**src/rtl/phycfg_pkg.sv**
```systemverilog
package phycfg_pkg;

  localparam int unsigned HALF_W = 16;
  localparam int unsigned WORD_W = 32;

  // Byte offsets of the three mapped registers
  localparam int unsigned OFF_CTRL = 'h0;
  localparam int unsigned OFF_STAT = 'h4;
  localparam int unsigned OFF_LANE = 'h8;

  // Control field layout (bit positions are decoded by the PHY side)
  localparam int unsigned STB_BIT   = 0;
  localparam int unsigned ADDR_LSB  = 1;
  localparam int unsigned ADDR_W6   = 6;
  localparam int unsigned DATA_LSB  = 7;
  localparam int unsigned DATA_W4   = 4;
  localparam int unsigned SEL_W     = ADDR_W6 + DATA_W4;
  localparam logic [HALF_W-1:0] CTRL_IMPL = 16'h07FF;

  // Status layout
  localparam int unsigned ST_LOCK_BIT  = 9;
  localparam int unsigned ST_ACT_BIT   = 10;
  localparam int unsigned ST_RXDET_BIT = 11;

  // Lane-off layout
  localparam int unsigned IDLE_LSB = 3;

  // Masked update of a half-word: high half of wr enables low half bits
  function automatic logic [HALF_W-1:0] hw_merge(
    input logic [HALF_W-1:0] cur,
    input logic [WORD_W-1:0] wr,
    input logic [HALF_W-1:0] impl
  );
    logic [HALF_W-1:0] en;
    en = wr[WORD_W-1:HALF_W];
    return ((cur & ~en) | (wr[HALF_W-1:0] & en)) & impl;
  endfunction

  // Implemented bits of the lane-off register for a lane count
  function automatic logic [HALF_W-1:0] lane_mask(input int unsigned lanes);
    logic [HALF_W-1:0] m;
    m = '0;
    for (int i = 0; i < lanes; i++) m[IDLE_LSB+i] = 1'b1;
    return m;
  endfunction

  // Assemble the status word
  function automatic logic [WORD_W-1:0] pack_status(
    input logic [DATA_W4-1:0] cfg,
    input logic rxdet,
    input logic lock,
    input logic active
  );
    logic [WORD_W-1:0] s;
    s = '0;
    s[DATA_W4-1:0]  = cfg;
    s[ST_LOCK_BIT]  = lock;
    s[ST_ACT_BIT]   = active;
    s[ST_RXDET_BIT] = rxdet;
    return s;
  endfunction

endpackage

```
**src/rtl/phycfg_maskreg.sv**
```systemverilog
module phycfg_maskreg
  import phycfg_pkg::*;
#(
  parameter logic [HALF_W-1:0] IMPL = '1
) (
  input  logic              clk,
  input  logic              rst_n,
  input  logic              wr_en,
  input  logic [WORD_W-1:0] wr_data,
  output logic [HALF_W-1:0] q
);

  always_ff @(posedge clk or negedge rst_n) begin
    if (!rst_n) q <= '0;
    else if (wr_en) q <= hw_merge(q, wr_data, IMPL);
  end


  masked_keep_chk: assert property (@(posedge clk) disable iff (!rst_n)
    wr_en |=> (((q ^ $past(q)) & ~$past(wr_data[WORD_W-1:HALF_W])) == '0));


  idle_hold_chk: assert property (@(posedge clk) disable iff (!rst_n)
    !wr_en |=> $stable(q));

endmodule

```
**src/rtl/phycfg_space.sv**
```systemverilog
module phycfg_space
  import phycfg_pkg::*;
#(
  parameter int unsigned CFG_AW    = 6,
  parameter int unsigned CFG_DW    = 4,
  parameter int unsigned SELW      = 10,
  parameter int unsigned LANES     = 4,
  parameter int unsigned LANE_BASE = 'h30
) (
  input  logic              clk,
  input  logic              rst_n,
  input  logic              phy_reset,
  input  logic              strobe,
  input  logic [CFG_AW-1:0] wr_addr,
  input  logic [CFG_DW-1:0] wr_data,
  input  logic [SELW-1:0]   sel,
  input  logic [LANES-1:0]  lane_rx_det,
  output logic [CFG_DW-1:0] rd_data,
  output logic              rd_rxdet,
  output logic              wr_pulse
);

  localparam int unsigned DEPTH = 1 << CFG_AW;

  logic [CFG_DW-1:0] mem_q [DEPTH];
  logic              strobe_q;
  logic              in_range;
  logic [CFG_AW-1:0] idx;
  logic [LANES-1:0]  lane_hit;

  always_ff @(posedge clk or negedge rst_n) begin
    if (!rst_n) strobe_q <= 1'b0;
    else        strobe_q <= strobe;
  end

  assign wr_pulse = strobe & ~strobe_q;

  always_ff @(posedge clk or negedge rst_n) begin
    if (!rst_n) begin
      for (int k = 0; k < DEPTH; k++) mem_q[k] <= '0;
    end else if (phy_reset) begin
      for (int k = 0; k < DEPTH; k++) mem_q[k] <= '0;
    end else if (wr_pulse) begin
      mem_q[wr_addr] <= wr_data;
    end
  end

  assign in_range = (sel[SELW-1:CFG_AW] == '0);
  assign idx      = sel[CFG_AW-1:0];
  assign rd_data  = in_range ? mem_q[idx] : '0;

  for (genvar i = 0; i < LANES; i++) begin : g_lane
    assign lane_hit[i] = in_range && (idx == CFG_AW'(LANE_BASE + i));
  end

  assign rd_rxdet = |(lane_hit & lane_rx_det);


  edge_commit_chk: assert property (@(posedge clk) disable iff (!rst_n)
    (wr_pulse && !phy_reset) |=> (mem_q[$past(wr_addr)] == $past(wr_data)));


  phy_clear_chk: assert property (@(posedge clk) disable iff (!rst_n)
    phy_reset |=> (rd_data == '0));

endmodule

```
**src/rtl/phycfg_pll.sv**
```systemverilog
module phycfg_pll
  import phycfg_pkg::*;
#(
  parameter int unsigned LOCK_CYCLES = 20,
  parameter int unsigned LOCK_ADDR   = 'h10,
  parameter int unsigned CFG_AW      = 6
) (
  input  logic              clk,
  input  logic              rst_n,
  input  logic              phy_reset,
  input  logic [CFG_AW-1:0] sel_addr,
  output logic              locked,
  output logic              lock_cond
);

  localparam int unsigned CNT_W = $clog2(LOCK_CYCLES + 1);

  logic [CNT_W-1:0] cnt_q;

  assign lock_cond = !phy_reset && (sel_addr == CFG_AW'(LOCK_ADDR));

  always_ff @(posedge clk or negedge rst_n) begin
    if (!rst_n) begin
      cnt_q  <= '0;
      locked <= 1'b0;
    end else if (phy_reset) begin
      cnt_q  <= '0;
      locked <= 1'b0;
    end else if (!locked) begin
      if (!lock_cond)                         cnt_q  <= '0;
      else if (cnt_q == CNT_W'(LOCK_CYCLES - 1)) locked <= 1'b1;
      else                                    cnt_q  <= cnt_q + 1'b1;
    end
  end


  lock_cause_chk: assert property (@(posedge clk) disable iff (!rst_n)
    $rose(locked) |-> $past(lock_cond));


  lock_hold_chk: assert property (@(posedge clk) disable iff (!rst_n)
    (locked && !phy_reset) |=> locked);


  lock_clear_chk: assert property (@(posedge clk) disable iff (!rst_n)
    phy_reset |=> !locked);

endmodule

```
**src/rtl/phycfg_bridge.sv**
```systemverilog
module phycfg_bridge
  import phycfg_pkg::*;
#(
  parameter int unsigned ADDR_W      = 4,
  parameter int unsigned LANES       = 4,
  parameter int unsigned LOCK_CYCLES = 20
) (
  input  logic              clk,
  input  logic              rst_n,
  input  logic              phy_reset,
  input  logic              req_valid,
  output logic              req_ready,
  input  logic              req_write,
  input  logic [ADDR_W-1:0] req_addr,
  input  logic [31:0]       req_wdata,
  output logic              rsp_valid,
  output logic [31:0]       rsp_rdata,
  input  logic [LANES-1:0]  lane_rx_det,
  output logic [LANES-1:0]  lane_idle,
  output logic              pll_locked
);

  localparam logic [HALF_W-1:0] LANE_IMPL = lane_mask(LANES);

  logic              accept;
  logic              hit_ctrl, hit_stat, hit_lane, unmapped;
  logic              wr_ctrl, wr_lane;
  logic [HALF_W-1:0] ctrl_q, lane_q;
  logic [DATA_W4-1:0] cfg_rd;
  logic              cfg_rx;
  logic              cfg_wr_pulse;
  logic              lock_cond;
  logic              pll_active;
  logic [WORD_W-1:0] status_w;
  logic [WORD_W-1:0] rd_mux;

  assign req_ready = 1'b1;
  assign accept    = req_valid && req_ready;
  assign hit_ctrl  = (req_addr == ADDR_W'(OFF_CTRL));
  assign hit_stat  = (req_addr == ADDR_W'(OFF_STAT));
  assign hit_lane  = (req_addr == ADDR_W'(OFF_LANE));
  assign unmapped  = !(hit_ctrl || hit_stat || hit_lane);
  assign wr_ctrl   = accept && req_write && hit_ctrl;
  assign wr_lane   = accept && req_write && hit_lane;

  phycfg_maskreg #(.IMPL(CTRL_IMPL)) u_ctrl (
    .clk(clk), .rst_n(rst_n), .wr_en(wr_ctrl), .wr_data(req_wdata), .q(ctrl_q)
  );

  phycfg_maskreg #(.IMPL(LANE_IMPL)) u_laneoff (
    .clk(clk), .rst_n(rst_n), .wr_en(wr_lane), .wr_data(req_wdata), .q(lane_q)
  );

  phycfg_space #(
    .CFG_AW(ADDR_W6), .CFG_DW(DATA_W4), .SELW(SEL_W), .LANES(LANES), .LANE_BASE('h30)
  ) u_space (
    .clk(clk), .rst_n(rst_n), .phy_reset(phy_reset),
    .strobe(ctrl_q[STB_BIT]),
    .wr_addr(ctrl_q[ADDR_LSB +: ADDR_W6]),
    .wr_data(ctrl_q[DATA_LSB +: DATA_W4]),
    .sel(ctrl_q[ADDR_LSB +: SEL_W]),
    .lane_rx_det(lane_rx_det),
    .rd_data(cfg_rd), .rd_rxdet(cfg_rx), .wr_pulse(cfg_wr_pulse)
  );

  phycfg_pll #(.LOCK_CYCLES(LOCK_CYCLES), .LOCK_ADDR('h10), .CFG_AW(ADDR_W6)) u_pll (
    .clk(clk), .rst_n(rst_n), .phy_reset(phy_reset),
    .sel_addr(ctrl_q[ADDR_LSB +: ADDR_W6]),
    .locked(pll_locked), .lock_cond(lock_cond)
  );

  for (genvar i = 0; i < LANES; i++) begin : g_idle
    assign lane_idle[i] = lane_q[IDLE_LSB + i];
  end

  assign pll_active = pll_locked && !(&lane_idle);
  assign status_w   = pack_status(cfg_rd, cfg_rx, pll_locked, pll_active);

  always_comb begin
    rd_mux = '0;
    if (hit_ctrl)      rd_mux = {16'h0, ctrl_q};
    else if (hit_stat) rd_mux = status_w;
    else if (hit_lane) rd_mux = {16'h0, lane_q};
  end

  always_ff @(posedge clk or negedge rst_n) begin
    if (!rst_n) begin
      rsp_valid <= 1'b0;
      rsp_rdata <= '0;
    end else begin
      rsp_valid <= accept && !req_write;
      if (accept && !req_write) rsp_rdata <= rd_mux;
    end
  end


  rsp_origin_chk: assert property (@(posedge clk) disable iff (!rst_n)
    rsp_valid |-> $past(req_valid && !req_write));


  unmapped_zero_chk: assert property (@(posedge clk) disable iff (!rst_n)
    (accept && !req_write && unmapped) |=> (rsp_rdata == '0));


  active_gate_chk: assert property (@(posedge clk) disable iff (!rst_n)
    (rsp_valid && rsp_rdata[ST_ACT_BIT] && $past(hit_stat)) |-> pll_locked);

endmodule

```
**config.mk**
```make
export PLATFORM = sky130hd
export DESIGN_NAME = phycfg_bridge
export DESIGN_NICKNAME = d
export VERILOG_FILES = /design/src/rtl/phycfg_pkg.sv /design/src/rtl/phycfg_maskreg.sv /design/src/rtl/phycfg_space.sv /design/src/rtl/phycfg_pll.sv /design/src/rtl/phycfg_bridge.sv
export SDC_FILE = /design/constraint.sdc
export NUM_CORES = 1
export LEC_CHECK = 0
export BUFFER_PORTS_ARGS = -buffer_cell sky130_fd_sc_hd__buf_2
export CELL_PAD_IN_SITES_DETAIL_PLACEMENT = 2
export CELL_PAD_IN_SITES_GLOBAL_PLACEMENT = 2
export CORE_UTILIZATION = 40
export DETAILED_ROUTE_END_ITERATION = 7
export PLACE_DENSITY = 0.82
export SETUP_SLACK_MARGIN = 0.05
export SLEW_MARGIN = 20
export SYNTH_ARGS = -nofsm -noshare
export SYNTH_HDL_FRONTEND = slang
export SYNTH_HIERARCHICAL = 1
export SYNTH_SLANG_ARGS = --single-unit
export TNS_END_PERCENT = 50
```
**constraint.sdc**
```tcl
create_clock -name clk -period 4 [get_ports clk]
set_input_delay 0.8 -clock clk [delete_from_list [all_inputs] [get_ports clk]]
set_output_delay 0.8 -clock clk [all_outputs]
set_load 0.01 [all_outputs]
```
==> Word level (Yosys, flattened, before mapping) <==
Cells that the tools add are included.
{ "op_classes": {"n_lt_le_gt_ge": 2, "n_addsub": 1, "reduce_logical": 20, "n_eq_ne": 10, "mux": 20, "bitwise_logic": 10} }
{ "op_table": {"columns": ["op", "n"], "rows": [
  ["$mux W256", 2],
  ["$bwmux W256", 1],
  ["$mux W32", 1],
  ["$bmux W4 S6", 1],
  ["$demux W4 S6", 1],
  ["$eq A6 B6 Y1 const B", 4],
  ["$and A11 B11 Y11", 2],
  ["$mux W5", 4],
  ["$mux W4", 4],
  ["$mux W12", 1],
  ["$logic_and A1 B1 Y1", 11],
  ["$not A11 Y11", 1],
  ["$or A11 B11 Y11", 1],
  ["$logic_not A4 Y1", 2],
  ["$and A7 B7 Y7", 1],
  ["$ge A7 B7 Y1 const B", 1],
  ["$lt A7 B1 Y1 const B", 1],
  ["$mux W7", 1],
  ["$not A6 Y7", 1],
  ["$or A7 B7 Y7", 1],
  ["$eq A6 B5 Y1 const B", 1],
  ["$add A5 B1 Y5 const B", 1],
  ["$eq A5 B5 Y1 const B", 1],
  ["$and A4 B4 Y4", 1],
  ["other kinds (12)", 17]
]} }
{ "word_totals": {"wordCells": 134, "inputBits": 45, "ff_bits": 311, "out_inout_bits": 39} }

==> Depth between registers and ports, before layout <==
{ "logic_depth": {"depth_word": 8, "depth_mapped": 12, "ltp_nobuf": 8} }

==> Modules after synthesis <==
Netlist, hierarchy kept.
{ "by_module_without_submodules": {"columns": ["mod", "seq_area_each_um2", "area_each_um2", "instances", "cells_each"], "rows": [
  ["phycfg_space", 6431.2, 13091.3, 1, 1441],
  ["phycfg_bridge", 425.4, 1086.0, 1, 124],
  ["phycfg_maskreg (u_ctrl)", 275.3, 530.5, 1, 40],
  ["phycfg_pll", 150.1, 315.3, 1, 31],
  ["phycfg_maskreg (u_laneoff)", 100.1, 269.0, 1, 25]
]} }

==> Worst setup path after synthesis <==
OpenSTA, ideal clock, no wires.
{ "synth_timing": {"path_type": "reg2reg", "start": "reg with a tool-made name", "end": "reg rsp_rdata[3]", "stages_incl_launch_ff": 12, "t_arrival_ns": 2.301, "setup_ns": 0.122, "slack_ns": 1.578, "required_ns": 3.878, "synth_period_minus_slack_ns": 2.422, "n_path_buf": 3, "path_cell_list": "dfrtp_1 buf_2 buf_2 buf_2 mux4_4 nand2_1 a21oi_1 nor4_1 o2bb2ai_1 inv_1 o21ai_0 a32o_1"} }
{ "synth_rtl": {"columns": ["item", "line", "text"], "rows": [
  ["end signal: assignment", "phycfg_bridge.sv:92", "if (accept && !req_write) rsp_rdata <= rd_mux;"],
  ["end: declaration", "phycfg_bridge.sv:17", "output logic [31:0] rsp_rdata,"]
]} }

==> run_results.csv <==
group,metric,value,unit
outcome,status,"completed",
timing,whs,0.281,ns
layout,multi_input_area,7060,um^2
timing,finalHoldViolations,0,
worst_setup_path,crit_arrival,3.64,ns
synth,syn_area,15300,um^2
worst_setup_path,crit_fanout,41,
layout,seqCellArea,7390,um^2
timing,worst_slack,0.802,ns
global_routing,grt_pass1_wl,86900,um
power,intPower,5230,uW
worst_setup_path,cp_slowest_cell,"dfrtp_4",
clocking,cts.clk_slew.worst_paths,0.06,ns
power,peakVddDrop,0.256,mV
clocking,cts_tree,"built",
placed_design,portBuffers,56,
timing,drv_slew,0,
worst_setup_path,start_kind,"register",
clocking,clock_sinks,295,
synth,yosys-top-cells-area,"dfrtp_1 48%, a21oi_1 8.8%, nand2_1 8.3%, mux4_2 7.2%, o21ai_0 4.4%",
synth,ys_warn_count,6,
global_routing,first_global_vias,14800,
timing,setup_viol,0,
synth,synth.distinct_cells,53,
clocking,insertion_delay,0.53,ns
die,coreArea,37700,um^2
synth,synthFlopType,"dfrtp_1",
layout,nFillCells,4024,
timing,skew,0.0153,ns
timing,rsz0062_at_grt,"no",
global_routing,grt_overflow,0,
timing,layout_worst_path_cycle_share,80.0,%
timing,maxSlewHeadroom,25.2,%
clocking,clockBufferDepth,3,
detailed_routing,wirelength,55200,um
synth,async_flop_share,100,%
power,p_leak,0.00682,uW
clocking,cts_max_level,2,
worst_setup_path,critPathKind,"reg -> reg",
synth,ys_seq_elements,295,
timing,fin_crit,3.20,ns
worst_setup_path,worstPathCellList,"buf_12, and3b_1, nand3b_1, buf_4, nor2_1, nand2_1, a21oi_1",
clocking,postCtsHoldBufs,0,
layout,area_growth,11.3,%
timing,max_freq,313,MHz
synth,synth_edf_count,0,
clocking,cts_resized,0,
clocking,cts_buffers,35,
power,netSwitchingFraction,28.8,%
synth,yosysSeqAreaShare,48.3,%
global_routing,antenna_found_initial,0,
die,die_w,198,um
synth,yosys.area.top_type,"dfrtp_1",
detailed_routing,vias,13000,
power,power_frac_comb,12.8,%
layout,nNetsFinal,1684,
die,die_area,39000,um^2
power,power_per_cell_area,432,nW/um^2
detailed_routing,drtIter0Drc,970,
worst_setup_path,required,4.45,ns
placed_design,place_congestion,0.775,
power,switchingPower,2120,uW
worst_setup_path,endpoint,"u_space/mem_q[166]$_DFFE_PN0P_",
detailed_routing,ant_nets,0,
global_routing,track_usage,28.9,%
worst_setup_path,worst_setup_path_end_kind,"register",
job,max_cap_viol_count,0,
worst_setup_path,r2r_end,"u_space/mem_q[166]$_DFFE_PN0P_",
layout,layout-drive-gt1-share,16.1,%
clocking,postCtsSetupBuffers,0,
layout,diodes,0,
detailed_routing,drt-pass1-iter-count,5,
placed_design,dp_slack,0.876,ns
hold_path,hold_class,"in -> async",
die,dieHeight,198,um
placed_design,dp_hpwl,32900,um
synth,postSynthAreaPerCell,9.21,um^2
power,clkPwrFrac,44.7,%
detailed_routing,viasPerCell,5.99,
timing,tns,0,ns
global_routing,grt_max_degree,128,
power,power_frac_seq,42.4,%
worst_setup_path,reg2reg_slack,0.80,ns
worst_setup_path,r2r_cells,7,
detailed_routing,wl_per_cell,25.4,um
die,io-pin-count,84,
die,rows,71,
worst_setup_path,cpPeakStageDelay,0.76,ns
die,start_util,40.6,%
synth,yosysTopAreaCellShare,48.3,%
timing,tightest_slew,1.12,ns
clocking,cts_root_buf,"clkbuf_16",
detailed_routing,drcViolationCount,0,
synth,syn_inst,1661,
-- per-stage QoR --
stage	cells	total power (uW)	cell area, um^2	utilization [%]
CTS	2176	7410	17000	45.2
finish	2176	7350	17000	45.2
global placement	2112	4070	15900	42.1
detailed placement	2112	4100	15900	42.1
global route	2176	7570	17000	45.2
floorplan	1691	3720	15400	-
-- power groups by stage --
stage / Sequential (uW) / Clock (uW) / Combinational (uW)
2_1_floorplan: 3110 / 0 / 610
3_3_place_gp: 3170 / 0 / 906
3_5_place_dp: 3170 / 0 / 930
4_1_cts: 3120 / 3350 / 942
5_1_grt: 3120 / 3440 / 1000
6_report: 3120 / 3280 / 944
-- layout by cell type (no fill, tap or decap), drive strengths merged, types with 4 or more instances in the layout --
cell	n
clkbuf	51
nor2	41
buf	100
nor3b	6
nor2b	5
o2bb2ai	5
nor4	4
dfrtp	295
inv	20
a21oi	270
mux2i	17
mux2	40
a32o	6
nand2	337
nand2b	6
conb	34
o21ai	137
nand3b	6
mux4	54
nand3	134
o22ai	21
o31ai	12
nor3	13
or2	4
or3	10
clkinv	7
-- layer usage --
layer / part of all wire, % / global-route usage (%)
met1: 43 / 36.8
met5: 0 / 0
met3: 3.6 / 3.35
met4: 2.9 / 9.73
met2: 51 / 50.9
-- synth_stat cells, types with 3 or more instances --
cell type,n
a32o_1,6
buf_6,3
nor4_1,4
and2_1,3
mux4_4,3
nand3_1,134
or2_2,4
dfrtp_1,295
clkbuf_1,107
nand2b_1,6
buf_4,37
a21oi_1,270
o31ai_1,12
o2bb2ai_1,5
nor3b_1,6
nor2b_1,5
mux2_4,14
buf_2,28
nor2_1,41
inv_1,17
nand2_1,337
or3_1,9
o22ai_1,21
nor3_1,13
conb_1,4
buf_1,14
o21ai_0,135
nand3b_1,6
mux2_2,26
mux4_2,49
mux2i_1,17
-- worst max-delay path, delay by kind of cell, from the launching register on --
family / cells / cell delay (ns)
DFF: 1 / 0.76
AOI/OAI and AO/OA: 1 / 0.20
buffers and inverters: 2 / 0.81
and+or+nand+nor: 4 / 1.32
-- sequential cells by signal, indices dropped and copies added, names as in the netlist, named ones only --
register          cells
rsp_valid             1
u_space/strobe_q      1
u_pll/locked          1
u_pll/cnt_q           5
u_space/mem_q       256
rsp_rdata            16
-- cells by family after synthesis --
logic type / synth area share [%]
AOI/OAI and AO/OA: 15.9
xor gates and xnor gates: 0.0573
adders and majority gates: 0.0818
buffers and inverters: 6.46
DFF: 48.3
muxes: 12.5
other: 0.0982
and+or+nand+nor: 16.7
-- layout make-up --
cell class	count	share of cell area (%)
flip-flops and latches	295	43.5
multi-input cells	1188	41.5
clock buffers	51	5.91
repair buffers	100	4.05
well taps	511	3.76
clock inverters	13	0.905
inverters	18	0.397
-- worst min path at each step --
stage               cells past startpoint                      start  slack [ns]                    endpoint
finish                                  1                      rst_n        0.28   rsp_rdata[13]$_DFFE_PN0P_
global route                            1                      rst_n        0.36   rsp_rdata[13]$_DFFE_PN0P_
CTS                                     1                      rst_n        0.35   rsp_rdata[13]$_DFFE_PN0P_
detailed placement                      2   rsp_rdata[7]$_DFFE_PN0P_        0.48    rsp_rdata[7]$_DFFE_PN0P_
global placement                        2  rsp_rdata[13]$_DFFE_PN0P_        0.46   rsp_rdata[13]$_DFFE_PN0P_
floorplan                               0                   register        0.41  u_space/strobe_q$_DFF_PN0_
Note: power is estimated with default switching activity, not from simulation.
